`config.mk`:
```
export PLATFORM = sky130hd
export DESIGN_NAME = biquad_eq_top
export DESIGN_NICKNAME = d
export VERILOG_FILES = /design/src/rtl/eq_pkg.sv /design/src/rtl/eq_gain_regs.sv /design/src/rtl/eq_coef_rom.sv /design/src/rtl/eq_mac.sv /design/src/rtl/eq_sect_state.sv /design/src/rtl/eq_ctrl.sv /design/src/rtl/biquad_eq_top.sv
export SDC_FILE = /design/constraint.sdc
export NUM_CORES = 2
export LEC_CHECK = 0
export BUFFER_PORTS_ARGS = -buffer_cell sky130_fd_sc_hd__buf_2
export CELL_PAD_IN_SITES_DETAIL_PLACEMENT = 0
export CELL_PAD_IN_SITES_GLOBAL_PLACEMENT = 2
export CORE_ASPECT_RATIO = 1.5
export CORE_MARGIN = 3
export CORE_UTILIZATION = 44
export CTS_CLUSTER_SIZE = 14
export DETAILED_ROUTE_END_ITERATION = 12
export PLACE_DENSITY = 0.95
export SKIP_LAST_GASP = 1
export SLEW_MARGIN = 20
export SYNTH_ARGS = -nofsm -noshare
export SYNTH_HDL_FRONTEND = slang
export SYNTH_HIERARCHICAL = 1
export SYNTH_SLANG_ARGS = --single-unit
```
`constraint.sdc`:
```
create_clock -name clk -period 30.9 [get_ports clk]
set_input_delay 1.545 -clock clk [delete_from_list [all_inputs] [get_ports clk]]
set_output_delay 1.545 -clock clk [all_outputs]
set_load 0.005 [all_outputs]
```
`src/rtl/eq_pkg.sv`:
```
// Shared constants, state type and coefficient formula for the equalizer.
// Assumes exactly four bands of one biquad section each, five taps per section.
package eq_pkg;

    localparam int EQ_BANDS  = 4;
    localparam int EQ_TAPS   = 5;
    localparam int EQ_BAND_W = $clog2(EQ_BANDS);
    localparam int EQ_TAP_W  = $clog2(EQ_TAPS);

    typedef enum logic {EQ_IDLE, EQ_RUN} eq_state_e;

    // Feedback term a1 of each band (Q2.14)
    function automatic int pole_a1(input int band);
        case (band)
            0:       return -30364;
            1:       return -21917;
            2:       return -5291;
            default: return 18127;
        endcase
    endfunction

    // Feedback term a2 of each band (Q2.14)
    function automatic int pole_a2(input int band);
        case (band)
            0:       return 15416;
            1:       return 15099;
            2:       return 14787;
            default: return 14477;
        endcase
    endfunction

    // Numerator change per dB of gain for each band (Q2.14)
    function automatic int gain_step(input int band);
        case (band)
            0:       return 1000;
            1:       return 800;
            2:       return 600;
            default: return 500;
        endcase
    endfunction

    // Tap value: 0:b0 1:b1 2:b2 3:a1 4:a2, scale already folded into b terms
    function automatic int coef_val(input int band, input int gain, input int tap, input int one);
        int d;
        d = gain * gain_step(band);
        case (tap)
            0:       return one + d;
            1:       return pole_a1(band);
            2:       return pole_a2(band) - d;
            3:       return pole_a1(band);
            default: return pole_a2(band);
        endcase
    endfunction

endpackage

```
`src/rtl/eq_gain_regs.sv`:
```
// Band gain registers: a shadow copy written by the register port (clamped
// to +/-GAIN_LIM) and an active copy loaded only at a sample boundary.
// Assumes reg_addr always names an existing band.
module eq_gain_regs
    import eq_pkg::*;
#(
    parameter int GAIN_W   = 5,
    parameter int GAIN_LIM = 9
) (
    input  logic                     clk,
    input  logic                     rst_n,
    input  logic                     we,
    input  logic [EQ_BAND_W-1:0]     addr,
    input  logic signed [GAIN_W-1:0] wdata,
    input  logic                     load,
    output logic signed [GAIN_W-1:0] act [EQ_BANDS]
);

    localparam logic signed [GAIN_W-1:0] LIM_P = GAIN_W'(GAIN_LIM);
    localparam logic signed [GAIN_W-1:0] LIM_N = GAIN_W'(-GAIN_LIM);

    logic signed [GAIN_W-1:0] wclamp;

    // Limit the written gain to the table range
    always_comb begin
        if (wdata > LIM_P)      wclamp = LIM_P;
        else if (wdata < LIM_N) wclamp = LIM_N;
        else                    wclamp = wdata;
    end

    for (genvar b = 0; b < EQ_BANDS; b++) begin : g_band
        logic signed [GAIN_W-1:0] shadow_q;
        logic signed [GAIN_W-1:0] active_q;

        // Capture software writes into the shadow copy
        always_ff @(posedge clk) begin
            if (!rst_n)                                 shadow_q <= '0;
            else if (we && addr == EQ_BAND_W'(b))       shadow_q <= wclamp;
        end

        // Move the shadow gain into use when a sample is accepted
        always_ff @(posedge clk) begin
            if (!rst_n)     active_q <= '0;
            else if (load)  active_q <= shadow_q;
        end

        assign act[b] = active_q;
    end

endmodule

```
`src/rtl/eq_coef_rom.sv`:
```
// Built-in coefficient table indexed by band, gain+GAIN_LIM and tap.
// Entries are computed at elaboration from the formula in eq_pkg.
// Assumes gain lies within +/-GAIN_LIM.
module eq_coef_rom
    import eq_pkg::*;
#(
    parameter int COEF_W   = 16,
    parameter int FRAC     = 14,
    parameter int GAIN_W   = 5,
    parameter int GAIN_LIM = 9
) (
    input  logic [EQ_BAND_W-1:0]      band,
    input  logic signed [GAIN_W-1:0]  gain,
    input  logic [EQ_TAP_W-1:0]       tap,
    output logic signed [COEF_W-1:0]  coef
);

    localparam int N_GAIN = 2 * GAIN_LIM + 1;
    localparam int GIDX_W = $clog2(N_GAIN);

    logic signed [COEF_W-1:0] tbl [EQ_BANDS][N_GAIN][EQ_TAPS];
    logic [GIDX_W-1:0]        gidx;

    for (genvar b = 0; b < EQ_BANDS; b++) begin : g_b
        for (genvar i = 0; i < N_GAIN; i++) begin : g_i
            for (genvar t = 0; t < EQ_TAPS; t++) begin : g_t
                assign tbl[b][i][t] = COEF_W'(coef_val(b, i - GAIN_LIM, t, 1 << FRAC));
            end
        end
    end

    // Offset the signed gain into a table row and read the tap
    always_comb begin
        gidx = GIDX_W'(int'(gain) + GAIN_LIM);
        coef = tbl[band][gidx][tap];
    end

endmodule

```
`src/rtl/eq_mac.sv`:
```
// Shared signed multiply-accumulate with saturating Q-format result.
// The result output reflects the accumulator including this cycle's product.
// Assumes ACC_W is wide enough for five full-scale products.
module eq_mac #(
    parameter int SAMP_W = 16,
    parameter int COEF_W = 16,
    parameter int ACC_W  = 36,
    parameter int FRAC   = 14
) (
    input  logic                     clk,
    input  logic                     rst_n,
    input  logic                     en,
    input  logic                     clr,
    input  logic                     sub,
    input  logic signed [COEF_W-1:0] coef,
    input  logic signed [SAMP_W-1:0] opnd,
    output logic signed [SAMP_W-1:0] y_sat
);

    localparam int PROD_W = SAMP_W + COEF_W;
    localparam logic signed [ACC_W-1:0] SAT_HI = (ACC_W'(1) <<< (SAMP_W - 1)) - ACC_W'(1);
    localparam logic signed [ACC_W-1:0] SAT_LO = ~SAT_HI;

    logic signed [PROD_W-1:0] prod;
    logic signed [ACC_W-1:0]  prod_x;
    logic signed [ACC_W-1:0]  acc_q;
    logic signed [ACC_W-1:0]  acc_d;
    logic signed [ACC_W-1:0]  scaled;

    // Form the product and fold it into the running sum
    always_comb begin
        prod   = coef * opnd;
        prod_x = {{(ACC_W - PROD_W){prod[PROD_W-1]}}, prod};
        acc_d  = sub ? (acc_q - prod_x) : (acc_q + prod_x);
        scaled = acc_d >>> FRAC;
    end

    // Hold the partial sum between taps, empty it after the last tap
    always_ff @(posedge clk) begin
        if (!rst_n)      acc_q <= '0;
        else if (clr)    acc_q <= '0;
        else if (en)     acc_q <= acc_d;
    end

    // Clip the scaled sum to the sample range
    always_comb begin
        if (scaled > SAT_HI)      y_sat = SAT_HI[SAMP_W-1:0];
        else if (scaled < SAT_LO) y_sat = SAT_LO[SAMP_W-1:0];
        else                      y_sat = scaled[SAMP_W-1:0];
    end

endmodule

```
`src/rtl/eq_sect_state.sv`:
```
// Direct form I history (two past inputs, two past outputs) for each section,
// and the operand mux that feeds the shared multiplier.
// Assumes upd pulses once per section, on its last tap.
module eq_sect_state
    import eq_pkg::*;
#(
    parameter int SAMP_W = 16
) (
    input  logic                     clk,
    input  logic                     rst_n,
    input  logic                     upd,
    input  logic [EQ_BAND_W-1:0]     sec,
    input  logic [EQ_TAP_W-1:0]      tap,
    input  logic signed [SAMP_W-1:0] x_in,
    input  logic signed [SAMP_W-1:0] y_in,
    output logic signed [SAMP_W-1:0] opnd
);

    logic signed [SAMP_W-1:0] x1_a [EQ_BANDS];
    logic signed [SAMP_W-1:0] x2_a [EQ_BANDS];
    logic signed [SAMP_W-1:0] y1_a [EQ_BANDS];
    logic signed [SAMP_W-1:0] y2_a [EQ_BANDS];

    for (genvar s = 0; s < EQ_BANDS; s++) begin : g_sec
        logic signed [SAMP_W-1:0] x1_r, x2_r, y1_r, y2_r;

        // Shift this section's history when its result retires
        always_ff @(posedge clk) begin
            if (!rst_n) begin
                x1_r <= '0;
                x2_r <= '0;
                y1_r <= '0;
                y2_r <= '0;
            end else if (upd && sec == EQ_BAND_W'(s)) begin
                x2_r <= x1_r;
                x1_r <= x_in;
                y2_r <= y1_r;
                y1_r <= y_in;
            end
        end

        assign x1_a[s] = x1_r;
        assign x2_a[s] = x2_r;
        assign y1_a[s] = y1_r;
        assign y2_a[s] = y2_r;
    end

    // Pick the sample that pairs with the current tap
    always_comb begin
        case (int'(tap))
            0:       opnd = x_in;
            1:       opnd = x1_a[sec];
            2:       opnd = x2_a[sec];
            3:       opnd = y1_a[sec];
            default: opnd = y2_a[sec];
        endcase
    end

endmodule

```
`src/rtl/eq_ctrl.sv`:
```
// Sequencer: accepts a sample when idle, then steps tap 0..4 of
// section 0..3, one tap per cycle, and flags the final tap.
// Assumes samples arrive far less often than once per 20 cycles.
module eq_ctrl
    import eq_pkg::*;
(
    input  logic                 clk,
    input  logic                 rst_n,
    input  logic                 in_valid,
    output logic                 busy,
    output logic                 accept,
    output logic [EQ_BAND_W-1:0] sec,
    output logic [EQ_TAP_W-1:0]  tap,
    output logic                 sub,
    output logic                 last_tap,
    output logic                 done
);

    eq_state_e state_q;

    // Decode the current step
    always_comb begin
        busy     = (state_q == EQ_RUN);
        accept   = (state_q == EQ_IDLE) && in_valid;
        last_tap = busy && (tap == EQ_TAP_W'(EQ_TAPS - 1));
        done     = last_tap && (sec == EQ_BAND_W'(EQ_BANDS - 1));
        sub      = (tap >= EQ_TAP_W'(3));
    end

    // Advance state, section and tap counters
    always_ff @(posedge clk) begin
        if (!rst_n) begin
            state_q <= EQ_IDLE;
            sec     <= '0;
            tap     <= '0;
        end else if (accept) begin
            state_q <= EQ_RUN;
            sec     <= '0;
            tap     <= '0;
        end else if (busy) begin
            if (last_tap) begin
                tap <= '0;
                if (done) begin
                    state_q <= EQ_IDLE;
                    sec     <= '0;
                end else begin
                    sec <= sec + EQ_BAND_W'(1);
                end
            end else begin
                tap <= tap + EQ_TAP_W'(1);
            end
        end
    end

endmodule

```
`src/rtl/biquad_eq_top.sv`:
```
// Four-band gain-indexed biquad equalizer with one shared MAC.
// Each sample runs through bands 0..3 in series; a result strobe follows
// 20 cycles after acceptance. Assumes a sample period well above 20 cycles.
module biquad_eq_top
    import eq_pkg::*;
#(
    parameter int IN_W      = 12,
    parameter int SAMP_W    = 16,
    parameter int COEF_W    = 16,
    parameter int COEF_FRAC = 14,
    parameter int ACC_W     = 36,
    parameter int GAIN_W    = 5,
    parameter int GAIN_LIM  = 9
) (
    input  logic                 clk,
    input  logic                 rst_n,
    input  logic                 in_valid,
    input  logic [IN_W-1:0]      in_data,
    output logic                 out_valid,
    output logic [SAMP_W-1:0]    out_data,
    input  logic                 reg_we,
    input  logic [EQ_BAND_W-1:0] reg_addr,
    input  logic [GAIN_W-1:0]    reg_wdata
);

    logic                     busy, accept, sub, last_tap, done;
    logic [EQ_BAND_W-1:0]     sec;
    logic [EQ_TAP_W-1:0]      tap;
    logic signed [GAIN_W-1:0] act [EQ_BANDS];
    logic [EQ_BANDS*GAIN_W-1:0] act_flat;
    logic signed [COEF_W-1:0] coef;
    logic signed [SAMP_W-1:0] opnd, y_sat, cur_x;

    eq_ctrl u_ctrl (
        .clk(clk), .rst_n(rst_n), .in_valid(in_valid),
        .busy(busy), .accept(accept), .sec(sec), .tap(tap),
        .sub(sub), .last_tap(last_tap), .done(done)
    );

    eq_gain_regs #(.GAIN_W(GAIN_W), .GAIN_LIM(GAIN_LIM)) u_gain (
        .clk(clk), .rst_n(rst_n), .we(reg_we), .addr(reg_addr),
        .wdata($signed(reg_wdata)), .load(accept), .act(act)
    );

    for (genvar b = 0; b < EQ_BANDS; b++) begin : g_flat
        assign act_flat[b*GAIN_W +: GAIN_W] = act[b];
    end

    eq_coef_rom #(.COEF_W(COEF_W), .FRAC(COEF_FRAC), .GAIN_W(GAIN_W), .GAIN_LIM(GAIN_LIM)) u_rom (
        .band(sec), .gain(act[sec]), .tap(tap), .coef(coef)
    );

    eq_sect_state #(.SAMP_W(SAMP_W)) u_state (
        .clk(clk), .rst_n(rst_n), .upd(last_tap), .sec(sec), .tap(tap),
        .x_in(cur_x), .y_in(y_sat), .opnd(opnd)
    );

    eq_mac #(.SAMP_W(SAMP_W), .COEF_W(COEF_W), .ACC_W(ACC_W), .FRAC(COEF_FRAC)) u_mac (
        .clk(clk), .rst_n(rst_n), .en(busy), .clr(last_tap), .sub(sub),
        .coef(coef), .opnd(opnd), .y_sat(y_sat)
    );

    // Hold the input of the section being evaluated
    always_ff @(posedge clk) begin
        if (!rst_n)                 cur_x <= '0;
        else if (accept)            cur_x <= {{(SAMP_W - IN_W){in_data[IN_W-1]}}, in_data};
        else if (last_tap && !done) cur_x <= y_sat;
    end

    // Register the final section's result and its strobe
    always_ff @(posedge clk) begin
        if (!rst_n) begin
            out_valid <= 1'b0;
            out_data  <= '0;
        end else begin
            out_valid <= done;
            if (done) out_data <= y_sat;
        end
    end

endmodule

```
==> metrics.yaml <==
gp_congestion: 0.9086
cpMaxStageDelayCell: "mux4_2"
drtAntennaViolNets: 0
cts_setup_buffers: 0
insertion_delay_ns: 0.56
syn_area_per_cell_um2: 8.381
timing.final.crit_share_pct: 50.50
synthCells: 3832
crit_required_ns: 31.36
p_sw_share_pct: 44.37
n_fill_cell: 7044
final_max_slew_viol_count: 0
internal_power_mw: 1.101
drt_iter0_markers: 1731
fp-row-count: 120
rsz0062_at_grt: "false"
pwr-share-comb_pct: 51.0
core_area_um2: 71920
yosysTopAreaCell: "dfxtp_1"
post-dp-hpwl_um: 65050
antenna_found_initial: 0
cap_violations: 0
worstMarginPinSlew_ns: 1.117
yosysMostFrequentCell: "nand2_1"
arrival_ns: 16.07
grt.total_usage_pct: 24.06
synth.top_cell.area_share_pct: 23.13
syn_nets: 4258
power.leakage_nw: 13.47
fin_crit_ns: 15.61
ys_top_cells_by_area: "dfxtp_1 (23%), fa_1 (16%), nand2_1 (9.4%)"
start_kind: "register"
hold_ws_ns: 0.4626
relSlewSlack_pct: 25.24
fin_cells: 4660
h-tree-depth: 2
numClockSinks: 371
drt-pass1-iter-count: 5
setup-violations-final: 0
placed_cells: 4594
power.share.clock_pct: 23.0
synth-seq-cells: 371
antenna_cells: 0
peakVddDrop_mv: 0.08675
postCtsHoldBufs: 0
clock_path_buffers: 3
synth_edf_count: 0
cts_resized: 0
grt_pass1_wl_um: 147500
synth-adder-area-share_pct: 21.85
io_buffers: 39
cts_root_buf: "clkbuf_16"
synth_top_family_by_area: "adder cells"
tns_ns: 0
grt_max_degree: 123
synth_cell_types: 111
die-area_um2: 76330
fmax_mhz: 64.08
setup.worst_path.end_class: "register"
crit_top_cell: "fa_1"
routed_wl_um: 91690
synth_xor_area_share_pct: 2.801
hold_class: "reg -> reg"
area_growth_syn_to_layout_pct: 5.953
hold_viol: 0
cts_made_buffers: 37
synth.area.mux_share_pct: 6.818
status: "complete, no violations"
gr-total-overflow: 0
final_nets: 4144
worstSetupPathType: "reg -> reg"
drive_gt1_share_pct: 8.091
switchingPower_mw: 0.8782
ys.flop_type: "dfxtp_1"
ys_top_cells_by_count: "nand2_1 (808), dfxtp_1 (371), inv_1 (339)"
ys_seq_area_share_pct: 23.13
vias: 26483
synth_area_um2: 32110
die_y_um: 336.9
wl_per_cell_um: 19.68
vias_per_cell: 5.683
die_width_um: 226.6
cp_max_fo: 56
sequentialPowerShare_pct: 25.9
finalClockSkew_ns: 0.02551
io_pins: 40
grt_pass1_vias: 26219
power.density_nw_per_um2: 58.17
cts_tree: "built"
synth_compound_area_share_pct: 18.59
yosysWarnings: 6
synthArstFlopShare_pct: 0
drc_errors: 0
start_util_pct: 44.65
cts.clk_slew.worst_paths_ns: 0.06
cpPeakStageDelay_ns: 0.86
synthSimpleGateAreaFrac_pct: 19.05
[power groups by stage]
stage | clock network, mW | logic, mW | registers (mW)
floorplan | 0 | 0.717 | 0.518
global placement | 0 | 1.01 | 0.524
detailed placement | 0 | 1.00 | 0.523
CTS | 0.468 | 1.01 | 0.513
global route | 0.483 | 1.11 | 0.515
finish | 0.456 | 1.01 | 0.513
[cell type report]
| cell class | instances | area [um2] | area share (%) |
|---|---|---|---|
| Sequential cell | 371 | 7437 | 21.86 |
| Multi-Input combinational cell | 2865 | 22270 | 65.46 |
| Tap cell | 915 | 1145 | 3.365 |
| Clock inverter | 9 | 102.6 | 0.3015 |
| Inverter | 342 | 1284 | 3.773 |
| Clock buffer | 57 | 1102 | 3.240 |
| Timing Repair Buffer | 101 | 681.9 | 2.004 |
[flip-flops by register name (all words and copies together) (netlist names)]
register and cells:
u_ctrl/busy 1, u_state/g_sec.y2_r 64, u_gain/g_band.active_q 20, u_mac/acc_q 36, u_state/g_sec.y1_r 64, cur_x 16
out_valid 1, out_data 16, u_ctrl/tap 3, u_state/g_sec.x1_r 64, u_gain/g_band.shadow_q 20, u_ctrl/sec 2
u_state/g_sec.x2_r 64
[cells by family after synthesis]
kind of cell    count (synthesis)
xor+xnor                       98
mux                           181
simple gates                 1349
compound gates                834
flops                         371
fa+ha+maj                     403
buf+inv                       596
[metal layers]
metal | vias to the layer above | track usage (%) | share of wire, %
met3 | 192 | 1.960 | 4.1
met1 | 13026 | 30.19 | 41
met5 | - | 0 | 0
met2 | 725 | 43.34 | 51
met4 | 0 | 8.202 | 3.4
li1 | 12540 | - | -
[placed cells by master, fill, tap and decap left out, types with 11 or more instances in the layout]
master | Yosys | layout
buf_2 | 76 | 38
ha_1 | 140 | 139
dfxtp_1 | 371 | 367
fa_1 | 263 | 263
xor2_1 | 39 | 39
or3_1 | 11 | 11
mux4_2 | 26 | 26
and3_1 | 16 | 15
nand3_1 | 28 | 27
o22ai_1 | 43 | 43
a21oi_1 | 127 | 127
a32oi_1 | 20 | 20
clkbuf_1 | 145 | 11
nand2b_1 | 30 | 30
o21ai_2 | 11 | 13
xnor2_1 | 56 | 56
a221oi_1 | 22 | 22
o211ai_1 | 20 | 20
a31oi_1 | 41 | 41
clkbuf_16 | 0 | 38
nor3_1 | 28 | 27
nor2b_1 | 73 | 71
o31ai_1 | 12 | 11
a21o_1 | 25 | 25
o21ai_1 | 10 | 12
inv_1 | 339 | 338
mux2_2 | 32 | 32
a211oi_1 | 21 | 21
o21ai_0 | 95 | 91
buf_4 | 15 | 61
nor2_1 | 149 | 149
nand2_1 | 808 | 808
and2_1 | 134 | 134
a21boi_0 | 261 | 261
mux2i_1 | 122 | 122
[through the flow]
stage          util, %  instance area [um2]  power (mW)  worst slack (ns)
5_1_grt          47.31                34030       2.103             14.08
2_1_floorplan        -                32110       1.235             17.73
4_1_cts          47.30                34020       1.995             15.46
6_report         47.31                34030       1.979             15.29
3_5_place_dp     45.63                32820       1.527             15.49
3_3_place_gp     45.63                32820       1.536             15.71
[path summary, 6_finish.rpt]
kind | from | end | slack, ns | depth (start not counted)
worst max-delay path | u_ctrl/sec[0] | u_state/g_sec[0].y1_r[0] | 15.29 | 46
worst min-delay path | u_state/g_sec[0].x2_r[10] | u_state/g_sec[0].x2_r[10] | 0.46 | 2
worst min register to register | u_state/g_sec[0].x2_r[10] | u_state/g_sec[0].x2_r[10] | 0.46 | 2
worst max register to register | u_ctrl/sec[0] | u_state/g_sec[0].y1_r[0] | 15.29 | 46
[critical path, delay by kind of cell (launching register included)]
family                     cells  cell delay, ns
muxes                          1            0.86
DFF                            1            0.56
xor gates and xnor gates       2            0.57
buffers and inverters          5            1.05
adders and majority gates     10            4.47
and+or+nand+nor               12            3.02
AOI/OAI and AO/OA             16            4.86
No activity file was read; power rests on OpenSTA's default activity.
